`config.mk`:
```
export PLATFORM = sky130hd
export DESIGN_NAME = ec_kp_sequencer
export DESIGN_NICKNAME = d
export VERILOG_FILES = /design/src/rtl/ec_kp_pkg.sv /design/src/rtl/ec_kp_shifter.sv /design/src/rtl/ec_kp_op_counter.sv /design/src/rtl/ec_kp_fsm.sv /design/src/rtl/ec_kp_sequencer.sv
export SDC_FILE = /design/constraint.sdc
export NUM_CORES = 1
export LEC_CHECK = 0
export BUFFER_PORTS_ARGS = -buffer_cell sky130_fd_sc_hd__buf_2
export CAP_MARGIN = 20
export CORE_MARGIN = 10
export CORE_UTILIZATION = 50
export CTS_CLUSTER_DIAMETER = 50
export DETAILED_ROUTE_END_ITERATION = 16
export PLACE_DENSITY = 0.87
export SLEW_MARGIN = 20
export SYNTH_ARGS = -nofsm -noshare
export SYNTH_HDL_FRONTEND = slang
export SYNTH_SLANG_ARGS = --single-unit
export TNS_END_PERCENT = 10
```
`constraint.sdc`:
```
create_clock -name clk -period 2.1 [get_ports clk]
set_clock_uncertainty 0.15 [all_clocks]
set_input_delay 0.42 -clock clk [delete_from_list [all_inputs] [get_ports clk]]
set_output_delay 0.42 -clock clk [all_outputs]
set_load 0.02 [all_outputs]
```
`src/rtl/ec_kp_pkg.sv`:
```
package ec_kp_pkg;
  typedef enum logic [2:0] {
    ST_IDLE,
    ST_LDX,
    ST_LDY,
    ST_SKIP,
    ST_TEST,
    ST_DBL,
    ST_ADD,
    ST_FIN
  } kp_state_e;
endpackage

```
`src/rtl/ec_kp_shifter.sv`:
```
module ec_kp_shifter #(
  parameter int KEY_W = 261,
  localparam int CNT_W = $clog2(KEY_W + 1)
) (
  input  logic             clk,
  input  logic             rst_n,
  input  logic             load,
  input  logic             shift,
  input  logic [KEY_W-1:0] scalar,
  output logic             msb,
  output logic             empty
);
  localparam logic [CNT_W-1:0] FULL = CNT_W'(KEY_W);

  logic [KEY_W-1:0] key_q;
  logic [CNT_W-1:0] left_q;

  always_ff @(posedge clk or negedge rst_n) begin
    if (!rst_n) begin
      key_q  <= '0;
      left_q <= '0;
    end else if (load) begin
      key_q  <= scalar;
      left_q <= FULL;
    end else if (shift) begin
      key_q  <= {key_q[KEY_W-2:0], 1'b0};
      left_q <= left_q - 1'b1;
    end
  end

  assign msb   = key_q[KEY_W-1];
  assign empty = (left_q == '0);

  // the bit counter never wraps below zero
  a_r4_no_underflow: assert property (@(posedge clk) disable iff (!rst_n)
    shift |-> !empty);
endmodule

```
`src/rtl/ec_kp_op_counter.sv`:
```
module ec_kp_op_counter #(
  parameter int W = 9
) (
  input  logic         clk,
  input  logic         rst_n,
  input  logic         clr,
  input  logic         inc,
  output logic [W-1:0] count
);
  always_ff @(posedge clk or negedge rst_n) begin
    if (!rst_n)   count <= '0;
    else if (clr) count <= '0;
    else if (inc) count <= count + 1'b1;
  end

  a_r10_count_hold: assert property (@(posedge clk) disable iff (!rst_n)
    (!clr && !inc) |=> $stable(count));
endmodule

```
`src/rtl/ec_kp_fsm.sv`:
```
module ec_kp_fsm
  import ec_kp_pkg::*;
(
  input  logic clk,
  input  logic rst_n,
  input  logic job_valid,
  input  logic halt,
  input  logic msb,
  input  logic empty,
  input  logic dbl_done,
  input  logic add_done,
  output logic job_ready,
  output logic load_key,
  output logic shift,
  output logic inc_dbl,
  output logic inc_add,
  output logic load_x,
  output logic clear_z,
  output logic load_y,
  output logic dbl_req,
  output logic add_req,
  output logic kp_done,
  output logic at_infinity
);
  kp_state_e state_q, state_d;
  logic      cur_bit_q;
  logic      adv;       // autonomous advance: state needs no outside event
  logic      go_bit;

  assign adv    = (state_q == ST_LDX) || (state_q == ST_LDY) ||
                  (state_q == ST_SKIP) || (state_q == ST_TEST) || (state_q == ST_FIN);
  assign go_bit = (state_q == ST_TEST) && !empty && !halt;

  assign job_ready = (state_q == ST_IDLE);
  assign load_key  = job_ready && job_valid;
  assign shift     = ((state_q == ST_SKIP) && !empty) || go_bit;
  assign inc_dbl   = go_bit;
  assign inc_add   = (state_q == ST_DBL) && dbl_done && cur_bit_q;
  assign load_x    = (state_q == ST_LDX);
  assign clear_z   = (state_q == ST_LDX);
  assign load_y    = (state_q == ST_LDY);
  assign kp_done   = (state_q == ST_FIN);

  always_comb begin
    state_d = state_q;
    unique case (state_q)
      ST_IDLE: if (job_valid) state_d = ST_LDX;
      ST_LDX:  if (adv) state_d = ST_LDY;
      ST_LDY:  if (adv) state_d = ST_SKIP;
      ST_SKIP: begin
        if (empty)    state_d = ST_FIN;
        else if (msb) state_d = ST_TEST;
      end
      ST_TEST: state_d = go_bit ? ST_DBL : ST_FIN;
      ST_DBL:  if (dbl_done) state_d = cur_bit_q ? ST_ADD : ST_TEST;
      ST_ADD:  if (add_done) state_d = ST_TEST;
      ST_FIN:  if (adv) state_d = ST_IDLE;
      default: state_d = ST_IDLE;
    endcase
  end

  always_ff @(posedge clk or negedge rst_n) begin
    if (!rst_n) begin
      state_q     <= ST_IDLE;
      cur_bit_q   <= 1'b0;
      dbl_req     <= 1'b0;
      add_req     <= 1'b0;
      at_infinity <= 1'b0;
    end else begin
      state_q <= state_d;
      dbl_req <= go_bit;
      add_req <= inc_add;
      if (go_bit) cur_bit_q <= msb;
      if (load_key) at_infinity <= 1'b0;
      else if ((state_q == ST_SKIP) && empty) at_infinity <= 1'b1;
    end
  end

  a_r1_accept_loads: assert property (@(posedge clk) disable iff (!rst_n)
    (job_valid && job_ready) |=> (load_x && clear_z && !job_ready));
  a_r2_y_after_x: assert property (@(posedge clk) disable iff (!rst_n)
    load_x |=> (load_y && !load_x));
  a_r4_add_after_dbl_done: assert property (@(posedge clk) disable iff (!rst_n)
    add_req |-> $past(dbl_done));
  a_r5_one_cmd: assert property (@(posedge clk) disable iff (!rst_n)
    !(dbl_req && add_req));
  a_r5_dbl_pulse: assert property (@(posedge clk) disable iff (!rst_n)
    dbl_req |=> !dbl_req);
  a_r5_add_pulse: assert property (@(posedge clk) disable iff (!rst_n)
    add_req |=> !add_req);
  a_r9_done_pulse: assert property (@(posedge clk) disable iff (!rst_n)
    kp_done |=> (!kp_done && job_ready));
endmodule

```
`src/rtl/ec_kp_sequencer.sv`:
```
module ec_kp_sequencer #(
  parameter int KEY_W = 261,
  localparam int CNT_W = $clog2(KEY_W + 1)
) (
  input  logic             clk,
  input  logic             rst_n,
  input  logic             job_valid,
  output logic             job_ready,
  input  logic [KEY_W-1:0] job_scalar,
  input  logic             halt,
  output logic             load_x,
  output logic             clear_z,
  output logic             load_y,
  output logic             dbl_req,
  input  logic             dbl_done,
  output logic             add_req,
  input  logic             add_done,
  output logic             kp_done,
  output logic             at_infinity,
  output logic [CNT_W-1:0] dbl_count,
  output logic [CNT_W-1:0] add_count
);
  logic load_key, shift, msb, empty, inc_dbl, inc_add;

  ec_kp_shifter #(.KEY_W(KEY_W)) u_shift (
    .clk(clk), .rst_n(rst_n), .load(load_key), .shift(shift),
    .scalar(job_scalar), .msb(msb), .empty(empty)
  );

  ec_kp_fsm u_fsm (
    .clk(clk), .rst_n(rst_n), .job_valid(job_valid), .halt(halt),
    .msb(msb), .empty(empty), .dbl_done(dbl_done), .add_done(add_done),
    .job_ready(job_ready), .load_key(load_key), .shift(shift),
    .inc_dbl(inc_dbl), .inc_add(inc_add), .load_x(load_x),
    .clear_z(clear_z), .load_y(load_y), .dbl_req(dbl_req),
    .add_req(add_req), .kp_done(kp_done), .at_infinity(at_infinity)
  );

  ec_kp_op_counter #(.W(CNT_W)) u_dbl_cnt (
    .clk(clk), .rst_n(rst_n), .clr(load_key), .inc(inc_dbl), .count(dbl_count)
  );

  ec_kp_op_counter #(.W(CNT_W)) u_add_cnt (
    .clk(clk), .rst_n(rst_n), .clr(load_key), .inc(inc_add), .count(add_count)
  );

  a_r7_inf_no_ops: assert property (@(posedge clk) disable iff (!rst_n)
    (kp_done && at_infinity) |-> (dbl_count == '0 && add_count == '0));
  a_r6_adds_le_dbls: assert property (@(posedge clk) disable iff (!rst_n)
    kp_done |-> (add_count <= dbl_count));
endmodule

```
# Yosys cells after proc, flatten, opt, wreduce, memory -nomap -nowiden
# Cells that the tools add are included.
# totals
word_cells	68
out_inout_bits	26
input_bits	267
register_bits	295
# op_classes
eq_ne	14
n_addsub	3
reduce_logical	21
muxes	21
# ops
op	n
$mux 261	2
$mux 9	6
$mux 3	8
$pmux 3 s8	1
$add 9x1->9 const B	2
$eq 3x3->1 const B	4
$logic_not 9->1	1
$sub 9x1->9 const B	1
$reduce_bool 2->1	4
$logic_and 1x1->1	7
$reduce_and 7->1	1
$eq 3x2->1 const B	2
$ne 2x1->1 const B	3
$ne 2x2->1 const B	3
$logic_or 1x1->1	5
$mux 2	2
$eq 3x1->1 const B	1
$logic_not 3->1	1
$ne 3x2->1 const B	1
$logic_not 1->1	2
$mux 1	2

# Longest topological paths before layout
# Gate-level depths: netlist of run 1.
# depth
depth_word	7
depth_mapped	10
mapped_depth_nobuf	7

# Cells and area by module
# Synthesis of run 1 repeated with hierarchy kept, for this count alone.
# hier_totals
hier_cells	1312
area_unflattened_um2	13910.8
# modules_own_cells
module	cells_per_inst	seq_area_each_um2	area_per_inst_um2	n_inst
ec_kp_shifter	1182	6756.5	12563.3	1
ec_kp_op_counter	43	225.2	459.2	2
ec_kp_fsm	44	175.2	429.2	1

# Least setup slack after synthesis of run 1
# No wires, ideal clock.
# synth_path
kind	reg-to-reg
startpoint	reg u_fsm.state_q[1]
endpoint	reg u_shift.key_q[100]
path_buffers	3
synth_period_minus_slack_ps	2420
path_slack_ps	-320
arrival_time_ps	2138
setup_time_ps	132
stages_incl_launch_ff	7
required_ps	1818
cell_sequence	dfrtp_1 > nor3_1 > and2_1 > clkbuf_1 > buf_1 > clkbuf_1 > o21ai_1
# synth_via
word_cells_on_any_way	10
classes_between	eq/ne (2); mux (1); reduce/logical (7)
# synth_rtl
element	line_no	source
start: declaration	ec_kp_fsm.sv:25	kp_state_e state_q, state_d;
start signal: assignment	ec_kp_fsm.sv:70	state_q <= state_d;
$logic_not 3->1 (*)	ec_kp_fsm.sv:34	assign job_ready = (state_q == ST_IDLE);
net job_ready	ec_kp_sequencer.sv:8	output logic job_ready,
$logic_and 1x1->1 (*)	ec_kp_fsm.sv:35	assign load_key = job_ready && job_valid;
$mux 261 or $reduce_bool 2->1 (tied branches)	n/a	
end signal: assignment	ec_kp_shifter.sv:23	key_q <= scalar;
end signal: assignment	ec_kp_shifter.sv:26	key_q <= {key_q[KEY_W-2:0], 1'b0};
end: declaration	ec_kp_shifter.sv:15	logic [KEY_W-1:0] key_q;
# Mark *: on every way through the listed nets, which the timed path passes. The rest lies on a longest branch.
# A chain may end at the register's enable or synchronous reset.

# Final worst setup path of run 1
# layout_path
startpoint	reg u_fsm.state_q[1]
endpoint	reg u_shift.key_q[89]
# layout_via
elab_chain_len	5
word_cells_on_any_way	10
classes_between	eq/ne (2); mux (1); reduce/logical (7)
# layout_lines
element	line_no	source
$eq 3x3->1	ec_kp_fsm.sv:32	assign go_bit = (state_q == ST_TEST) && !empty && !halt;
$logic_and 1x1->1 (2 in a row)	ec_kp_fsm.sv:32	
$logic_or 1x1->1	ec_kp_fsm.sv:36	assign shift = ((state_q == ST_SKIP) && !empty) || go_bit;
$reduce_bool 2->1 (no source line)	n/a	
# Parallel ways exist; a longest one is shown, timed or not.

==> results of run 1 <==
[cells in the final DEF (no fill, tap or decap), drive strengths merged, types with 5 or more instances in the layout]
cell	instances
buf	376
clkinv	8
inv	5
a21oi	5
and3	5
dfrtp	295
xor2	11
nand2	276
nand3	7
nand4	7
dlygate4sd3	196
o21ai	267
clkbuf	59
mux2i	263
nor2	28
xnor2	5
nor3	6
[cells by family after synthesis]
family                   share of synthesized area, %
flip-flops                                       54.0
XOR/XNOR                                         1.02
multiplexers                                     19.3
buffers and inverters                            4.16
adder cells (fa/ha/maj)                         0.274
AO/OA/AOI/OAI                                    10.7
AND/OR/NAND/NOR                                  10.5
[layout make-up]
type	instances	area (um^2)
antenna	2	5.00
clock buffer	48	1040
clock inverter	13	109
fill	1560	7160
inverter	4	15.0
multi-input combinational	915	6010
sequential	295	7380
tap	341	427
timing repair buffer	583	4810
[layer usage]
layer | vias to the layer above | global-route usage (%) | wire length (um)
li1 | 5589 | - | -
met1 | 6015 | 27.3 | 16900
met2 | 607 | 44.2 | 24100
met3 | 204 | 5.39 | 3230
met4 | 0 | 13.5 | 2550
met5 | - | 0 | 0
[worst max-delay path: cells and delay by family, from the launching register on]
family	cells	cell delay (ps)
DFF	1	380
AOI/OAI and AO/OA	2	340
buffers and inverters	3	510
and+or+nand+nor	1	520
muxes	1	280
[state kept, by name, indices dropped and copies added, names as in the netlist]
| register | count |
|---|---|
| u_dbl_cnt.count | 9 |
| u_shift.left_q | 9 |
| u_shift.key_q | 261 |
| u_fsm.cur_bit_q | 1 |
| u_add_cnt.count | 9 |
| u_fsm.at_infinity | 1 |
| u_fsm.dbl_req | 1 |
| u_fsm.state_q | 3 |
| u_fsm.add_req | 1 |
[metrics by stage]
stage          cells  total power (W)
5_1_grt         2201           0.0298
3_3_place_gp    1920           0.0186
3_5_place_dp    1920           0.0193
2_1_floorplan   1309           0.0169
4_1_cts         2176           0.0257
6_report        2201           0.0283
[path summary, 6_finish.rpt]
path / to / slack, ps / cells after the start
min in group asynchronous: u_shift.key_q[200] / 300 / 2
max reg2reg: u_shift.key_q[89] / -240 / 7
max: u_shift.key_q[89] / -240 / 7
min: u_shift.key_q[36] / 10 / 3
min reg2reg: u_add_cnt.count[8] / 390 / 2
max in group asynchronous: u_shift.key_q[145] / 800 / 3
[power by group]
group | internal [W] | total, W | switching, W
Clock | 0.00359 | 0.00598 | 0.00239
Combinational | 0.00602 | 0.0122 | 0.00615
Sequential | 0.00830 | 0.0102 | 0.00187
Total | 0.0179 | 0.0283 | 0.0104
[timing repair]
item	in CTS	in global routing
hold endpoints to repair	245	1
buffers inserted	0	9
pin swaps	1	3
endpoints found under the setup margin	267	281
hold buffers	195	1
resized for setup	16	105
cloned	0	13
==> impl_results.md, run 1 <==
* Required @ worst endpoint at ~2300 ps
* Pleak at slightly below 9 nW
* Synth top area cells: dfrtp_1 (54%), mux2i_1 (19%), nand2_1 (7.6%), o21ai_1 (6.7%), o21ai_0 (3.0%)
* Period utilisation layout at 111%
* EDFF count, synth at 0
* Critical setup path kind: flip-flop to flip-flop
* Area grow syn2layout at 44.7%
* Routed length per placed instance at 21.2 um
* Final Setup Violations at 270
* Cell Chain, Critical Path: or4b_4, a22oi_2, buf_4, buf_12, buf_16, mux2i_2, o21ai_1
* Worst min-delay path class: input port to flip-flop
* Mean Syn Cell Area at ~10 um^2
* Die Wd at between 150 and 200 um
* Syn Nets at around 1600
* Pre-CTS setup slack at -290 ps
* Top FF cell, synth: dfrtp_1
* Routed Antenna Nets at 0
* Inserted Clock Buffers at 34
* Post-DP HPWL at 24400 um
* IO buf count at slightly below 300
* Hold WS at 12.4 ps
* Max-cap check violation count at 0
* Worst Slack Setup Final at -238 ps
* CTS Sinks at 295
* CTS tree: done
* Register area share after synthesis at around 54%
* Rows at 60
* CP max FO at 8
* Synth Cell Area at about 14000 um^2
* Worst path arrival time at roughly 2600 ps
* Fraction of layout cells with a size suffix above 1 at 26.9%
* Area post-placement at around 16000 um^2
* Synth top area share at 54.0%
* Power Density at 1430 nW/um^2
* Total gr overflow at 0
* Final Hold Fails at 0
* CTS H-tree lvls at 2
* Initial Utilization at between 50 and 60%
* I/O pin cnt at around 300
* Via/cell ratio at 5.64
* Post-route cell area at 19800 um^2
* Vias in the first global route at approximately 13000
* Routed via count at 12400
* Gpl congestion at approximately 0.85
* Post-synthesis cell type count at 44
* Largest net degree at the start of global routing at 64
* Synth Register Bits at 295
* Warnings from Yosys at 0
* TNS Setup at -29050 ps
* Synth async-reset ratio at between 90% and 100%
* Unrepaired setup endpoints after global routing: yes
* Final WL at ~47000 um
* Hold path startpoint: job_scalar[36]
* Die footprint at roughly 34000 um^2
* Most common cell in the netlist: dfrtp_1
* Post-layout util at 73.4%
* Synth top cells by count: dfrtp_1 (295), nand2_1 (276), mux2i_1 (263)
* Slew @ Worst Pin at around 550 ps
* Syn Inst Count at around 1300
* Drt first pass iters at 5
* Core area at 27000 um^2
* Max frequency at roughly 0.43 GHz
* Initial antenna violation count at 2
* Initial drt markers at between 800 and 900
* Start point of the critical path: u_fsm.state_q[1]
* Clk slew on worst S/H paths at roughly 60 ps
* Fin crit period at roughly 2300 ps
* Max incr delay on CP at between 500 and 600 ps
* Clock root buffer: clkbuf_16
* Slew Limit Fails at 0
* First-pass GRT wire length at slightly below 70000 um
* Die Ht at 185 um
* Failing checks: setup timing
* # DRC at 0
* Synth area leader: dfrtp_1
* Longest Clk Path Bufs at 3
* Slowest CP cell: or4b_4
* Worst skew pair latency at approximately 500 ps
* Worst Setup Start Kind: flip-flop
* Nets at around 2100
* Outcome: complete, but fails checks
* CP endpoint kind: flip-flop
* Peak supply drop at between 0.0008 and 0.0009 V
* Worst slew margin at a little over three fifths
* Total global-route track usage at around a quarter
* Reg2reg start: u_fsm.state_q[1]
Power figures use the tool's default switching activity.
==> inputs of run 2 (changes only) <==
--- a/config.mk
+++ b/config.mk
@@ -12,6 +12,7 @@
 export CTS_CLUSTER_DIAMETER = 50
 export DETAILED_ROUTE_END_ITERATION = 16
 export PLACE_DENSITY = 0.87
+export SETUP_SLACK_MARGIN = 0.3
 export SLEW_MARGIN = 20
 export SYNTH_ARGS = -nofsm -noshare
 export SYNTH_HDL_FRONTEND = slang
==> run 2 against run 1 <==
Against the previous run: the flow still finishes with violations (setup timing); combinational power about the same; power rose by 0.26%; via count grew 0.64%; die area is the same; register-to-register slack about the same; clock power about the same; sequential power hardly changed; wire length increased by 0.92%; critical path depth unchanged; final cell count did not move; setup slack improved by 0.98 ps; largest power group unchanged; highest routed layer unchanged.
==> impl_results.md, run 2 (synthesis gave the netlist of run 1 again) <==
* Total global-route track usage at ~25%
* Pleak at between 8 and 9 nW
* Routed length per placed instance at ~21 um
* Sw Share at between 30% and 40%
* Final Hold Fails at 0
* I/O pin cnt at around 290
* Hold WS at between 10 and 15 ps
* Initial Utilization at 50.7%
* CTS tree: done
* Drt first pass iters at 5
* Largest net degree at the start of global routing at 64
* Critical path endpoint: u_shift.key_q[89]
* Total gr overflow at 0
* # DRC at 0
* Cell Chain, Critical Path: or4b_4, a22oi_2, buf_4, buf_12, buf_16, mux2i_2, o21ai_1
* Post-Place Cells at 1920
* Post-route cell area at about 20000 um^2
* Initial antenna violation count at 2
* Nets at approximately 2100
* Part of the power in registers at between 30% and 40%
* Clk slew on worst S/H paths at roughly 60 ps
* Area grow syn2layout at 45.0%
* Unrepaired setup endpoints after global routing: yes
* Longest Clk Path Bufs at 3
* Area post-placement at roughly 16000 um^2
* Most frequent cells in the layout: dfrtp_1 (295), buf_2 (287), nand2_1 (275)
* Largest reg by FF count: u_shift.key_q
* Reg2Reg Depth at 7
* Final WL at approximately 47000 um
* Core area at 27000 um^2
* Rows at 60
* FF-to-FF End: u_shift.key_q[89]
* Routed Antenna Nets at 0
* Reg2reg start: u_fsm.state_q[1]
* Peak supply drop at roughly 0.00088 V
* Worst path arrival time at about 2600 ps
* Slew @ Worst Pin at ~560 ps
* Final Total Pwr at roughly 0.028 W
* Setup slack, reg-to-reg at -240 ps
* IO buf count at just under 300
* Period utilisation layout at 111%
* Clock root buffer: clkbuf_16
* CP endpoint kind: flip-flop
* Worst min-delay path class: input port to flip-flop
* Power Density at 1430 nW/um^2
* Failing checks: setup timing
* Die footprint at 34400 um^2
* Required @ worst endpoint at 2320 ps
* Start point of the critical path: u_fsm.state_q[1]
* CP max FO at 8
* FILL cells at roughly 1600
* P_sw at about 0.010 W
* Fraction of layout cells with a size suffix above 1 at 27.0%
* Die Ht at ~190 um
* Non-Filler Instances at between 2000 and 2500
* Slowest CP cell: or4b_4
* Gpl congestion at roughly 0.85
* Worst slew margin at 62.5%
* Die Wd at 185 um
* Max frequency at between 0.4 and 0.5 GHz
* Initial drt markers at 953
* Final Setup Violations at roughly 270
* Routed via count at ~12000
* Max incr delay on CP at about 530 ps
* Most common cell after layout, fill and taps aside: dfrtp_1
* TNS Setup at -29410 ps
* Vias in the first global route at 13100
* Worst Setup Start Kind: flip-flop
* Max reg flops at roughly 260
* First-pass GRT wire length at roughly 70000 um
* Inserted Clock Buffers at 34
* Slew Limit Fails at 0
* CTS H-tree lvls at 2
* Clock network power share at around a fifth
* Comb pwr share at 43.1%
* P_int at 0.0179 W
* Via/cell ratio at 5.68
* Outcome: complete, but fails checks
* Fin crit period at 2340 ps
* CTS Sinks at between 200 and 300
* Max-cap check violation count at 0
* Post-DP HPWL at 24400 um
* Critical setup path kind: flip-flop to flip-flop
* Worst skew pair latency at 500 ps
* Worst Slack Setup Final at -237 ps
==> run 2: what timing repair did <==
item,in CTS,in global routing
hold endpoints to repair,245,1
buffers inserted,0,9
endpoints found under the setup margin,293,296
hold buffers,195,1
pin swaps,5,7
cloned,0,13
gates resized for setup,22,109
==> run 2: layout make-up <==
class | instances | area (um^2) | area share (%)
flip-flops and latches | 295 | 7380 | 37.2
well taps | 341 | 427 | 2.15
clock buffers | 48 | 1040 | 5.23
clock inverters | 13 | 109 | 0.549
repair buffers | 583 | 4840 | 24.4
multi-input cells | 915 | 6030 | 30.4
inverters | 4 | 15.0 | 0.0757
diodes | 2 | 5.00 | 0.0252
==> run 2: critical path, delay by kind of cell, from the launching register on <==
kind,cells,cell delay [ps]
AO/OA/AOI/OAI,2,340
AND/OR/NAND/NOR,1,530
flip-flops,1,390
buffers and inverters,3,510
multiplexers,1,280
==> run 2: power groups by stage <==
stage | Sequential [W] | Combinational [W] | Clock, W
6_report | 0.0102 | 0.0122 | 0.00598
5_1_grt | 0.0104 | 0.0132 | 0.00628
4_1_cts | 0.00977 | 0.00995 | 0.00600
3_5_place_dp | 0.00979 | 0.00948 | 0
3_3_place_gp | 0.00966 | 0.00895 | 0
2_1_floorplan | 0.00940 | 0.00747 | 0
==> run 2: how the worst min path moves through the flow <==
| stage | end | slack (ps) | cells past startpoint | from |
|---|---|---|---|---|
| after floorplan | u_add_cnt.count[0] | -30 | 0 | rst_n |
| after global placement | u_shift.key_q[201] | 240 | 1 | rst_n |
| after detailed placement | u_shift.key_q[200] | 250 | 1 | rst_n |
| after CTS | u_shift.key_q[15] | 0.2 | 3 | job_scalar[15] |
| after global routing | u_shift.key_q[0] | 6 | 3 | job_scalar[0] |
| final | u_shift.key_q[36] | 10 | 3 | job_scalar[36] |
==> run 2: per-stage QoR <==
step           setup slack, ps  utilization, %
2_1_floorplan            -98.0               -
3_3_place_gp              -256            58.9
3_5_place_dp              -290            58.9
4_1_cts                   -123            70.7
5_1_grt                   -253            73.6
6_report                  -237            73.6
==> run 2: layer usage <==
layer | part of all wire [%] | GRT usage [%] | vias up | wire (um)
met4 | 5.5 | 13.5 | 0 | 2580
met3 | 7.0 | 5.37 | 214 | 3290
li1 | - | - | 5582 | -
met1 | 36 | 27.4 | 6033 | 16900
met5 | 0 | 0 | - | 0
met2 | 52 | 44.2 | 666 | 24400
==> inputs of run 3 (changes only) <==
--- a/config.mk
+++ b/config.mk
@@ -12,6 +12,7 @@
 export CTS_CLUSTER_DIAMETER = 50
 export DETAILED_ROUTE_END_ITERATION = 16
 export PLACE_DENSITY = 0.87
+export REMOVE_ABC_BUFFERS = 1
 export SETUP_SLACK_MARGIN = 0.3
 export SLEW_MARGIN = 20
 export SYNTH_ARGS = -nofsm -noshare
==> run 3 against run 2 <==
Against the previous run: the run still ends with setup timing left; setup slack got worse by 77 ps; combinational power is 5% higher; clock power grew 5.9%; fmax shrank 3.2%; hold slack lost 9.5 ps; global-route usage rose by 2.0 points; critical path type unchanged; largest cell class unchanged.
==> impl_results.md, run 3 (synthesis gave the netlist of run 1 again) <==
* Power Density at roughly 1500 nW/um^2
* Max-cap check violation count at 0
* Slowest CP cell: or4b_4
* Non-Filler Instances at approximately 2200
* Die footprint at 34400 um^2
* Period utilisation layout at 115%
* Outcome: complete, but fails checks
* M3 GR Usage at approximately 6.4%
* FILL cells at 1524
* Final WL at 49100 um
* Die Wd at approximately 190 um
* Initial drt markers at between 1000 and 1500
* Sw Share at roughly 37%
* Cell Chain, Critical Path: or4b_4, a22oi_2, buf_6, buf_6, buf_16, buf_12, mux2i_1, o21ai_1
* Worst Setup Start Kind: flip-flop
* Largest reg by FF count: u_shift.key_q
* Fraction of layout cells with a size suffix above 1 at between 20% and 30%
* Critical setup path kind: flip-flop to flip-flop
* Peak supply drop at between 0.0008 and 0.0009 V
* Clk slew on worst S/H paths at approximately 60 ps
* Required @ worst endpoint at ~2300 ps
* # DRC at 0
* Routed length per placed instance at around 22 um
* Worst min-delay path class: input port to flip-flop
* Reg2Reg Depth at 8
* Via/cell ratio at between 5 and 6
* Most frequent CP cell: buf_6
* GRT busiest layer: met2
* I/O pin cnt at 293
* Comb pwr share at roughly 44%
* Hold WS at approximately 3 ps
* Routed via count at about 13000
* Setup slack, reg-to-reg at -310 ps
* FF-to-FF End: u_shift.key_q[35]
* Core area at 27000 um^2
* Worst Slack Setup Final at -314 ps
* Max reg flops at about 260
* P_sw at approximately 0.011 W
* WHS Path Cells at 3
* Final Setup Violations at 274
* Reg2reg start: u_fsm.state_q[1]
* Longest Clk Path Bufs at 3
* Initial Utilization at around half
* Nets at about 2100
* Slew Limit Fails at 0
* Worst path arrival time at ~2700 ps
* Worst slew margin at about 67%
* Total global-route track usage at a little over a quarter
* Unrepaired setup endpoints after global routing: yes
* Failing checks: setup timing
* Post-layout util at about three quarters
* Worst skew pair latency at approximately 500 ps
* Drt first pass iters at 5
* Post-DP HPWL at ~25000 um
* Vias in the first global route at 13800
* CP endpoint kind: flip-flop
* CTS tree: done
* Fin crit period at ~2400 ps
* Die Ht at about 190 um
* IO buf count at ~300
* Met2 track demand over resource at about 48%
* Clock network power share at between 20 and 25%
* Total gr overflow at 0
* Rows at 60
* Met1 Use GR at about 29%
* CP max FO at 7
* Part of the power in registers at between 30% and 40%
* Slew @ Worst Pin at a little under 500 ps
* Max incr delay on CP at ~560 ps
* Max frequency at just over 0.4 GHz
* Routed Antenna Nets at 0
* CTS H-tree lvls at 2
* WHS Endpoint: u_shift.key_q[156]
* Clock root buffer: clkbuf_16
* Pleak at around 8.9 nW
* Most frequent cells in the layout: dfrtp_1 (295), buf_2 (287), nand2_1 (276)
* P_int at around 0.019 W
* Initial antenna violation count at 2
* Hold path startpoint: job_scalar[156]
* First-pass GRT wire length at between 70000 and 80000 um
* Post-Place Cells at between 1500 and 2000
* Inserted Clock Buffers at 35
* Final Hold Fails at 0
* Largest net degree at the start of global routing at 73
* Gpl congestion at ~0.85
* Area grow syn2layout at 47.9%
* CTS Sinks at between 200 and 300
* Most common cell after layout, fill and taps aside: dfrtp_1
[run 3: how the worst max path moves through the flow]
stage / start / endpoint / cells past startpoint
after floorplan: u_fsm.state_q[1] / u_shift.key_q[0] / 3
after global placement: halt / u_shift.key_q[128] / 7
after detailed placement: halt / u_shift.key_q[232] / 7
after CTS: u_fsm.state_q[1] / u_shift.key_q[1] / 7
after global routing: u_fsm.state_q[1] / u_shift.key_q[35] / 8
final: u_fsm.state_q[1] / u_shift.key_q[35] / 8
[run 3: repair_timing]
| item | in CTS | in global routing |
|---|---|---|
| resized for setup | 94 | 93 |
| buffers inserted | 4 | 9 |
| hold endpoints to repair | 257 | 5 |
| pin swaps | 7 | 3 |
| endpoints found under the setup margin | 299 | 301 |
| gates cloned | 7 | 3 |
| hold buffers | 210 | 5 |
[run 3: area by class of cell]
class	instances	area, um^2	share of cell area (%)
Tap cell	341	427	2.11
Clock inverter	15	213	1.05
Antenna cell	2	5.00	0.0247
Clock buffer	46	988	4.89
Inverter	4	15.0	0.0742
Multi-Input combinational cell	915	6040	29.9
Timing Repair Buffer	614	5160	25.5
Sequential cell	295	7380	36.5
[run 3: critical path, delay by kind of cell, from the launching register on]
| kind | cells | cell delay (ps) |
|---|---|---|
| buf+inv | 4 | 600 |
| simple gates | 1 | 560 |
| flops | 1 | 410 |
| mux | 1 | 300 |
| compound gates | 2 | 270 |
[run 3: power groups by stage]
stage	Clock, W	Combinational, W	Sequential, W
2_1_floorplan	0	0.00470	0.00961
3_3_place_gp	0	0.00911	0.00968
3_5_place_dp	0	0.00961	0.00980
4_1_cts	0.00632	0.0112	0.00980
5_1_grt	0.00664	0.0137	0.0104
6_report	0.00633	0.0128	0.0102
[run 3: stage by stage]
stage	instance area (um^2)	TNS, ps	total power (W)	setup WS (ps)
after global routing	20200	-65600	0.0308	-357
after floorplan	13100	-5284950	0.0143	-19680
after detailed placement	15900	-75810	0.0194	-367
after global placement	15900	-68280	0.0188	-290
final	20200	-48080	0.0294	-314
after CTS	19700	-25630	0.0273	-167
[run 3: metal layers]
layer  up-vias  share of wire (%)
li1       5654                  -
met1      6248                 35
met2       723                 52
met3       228                7.3
met4         0                5.6
met5         -                  0
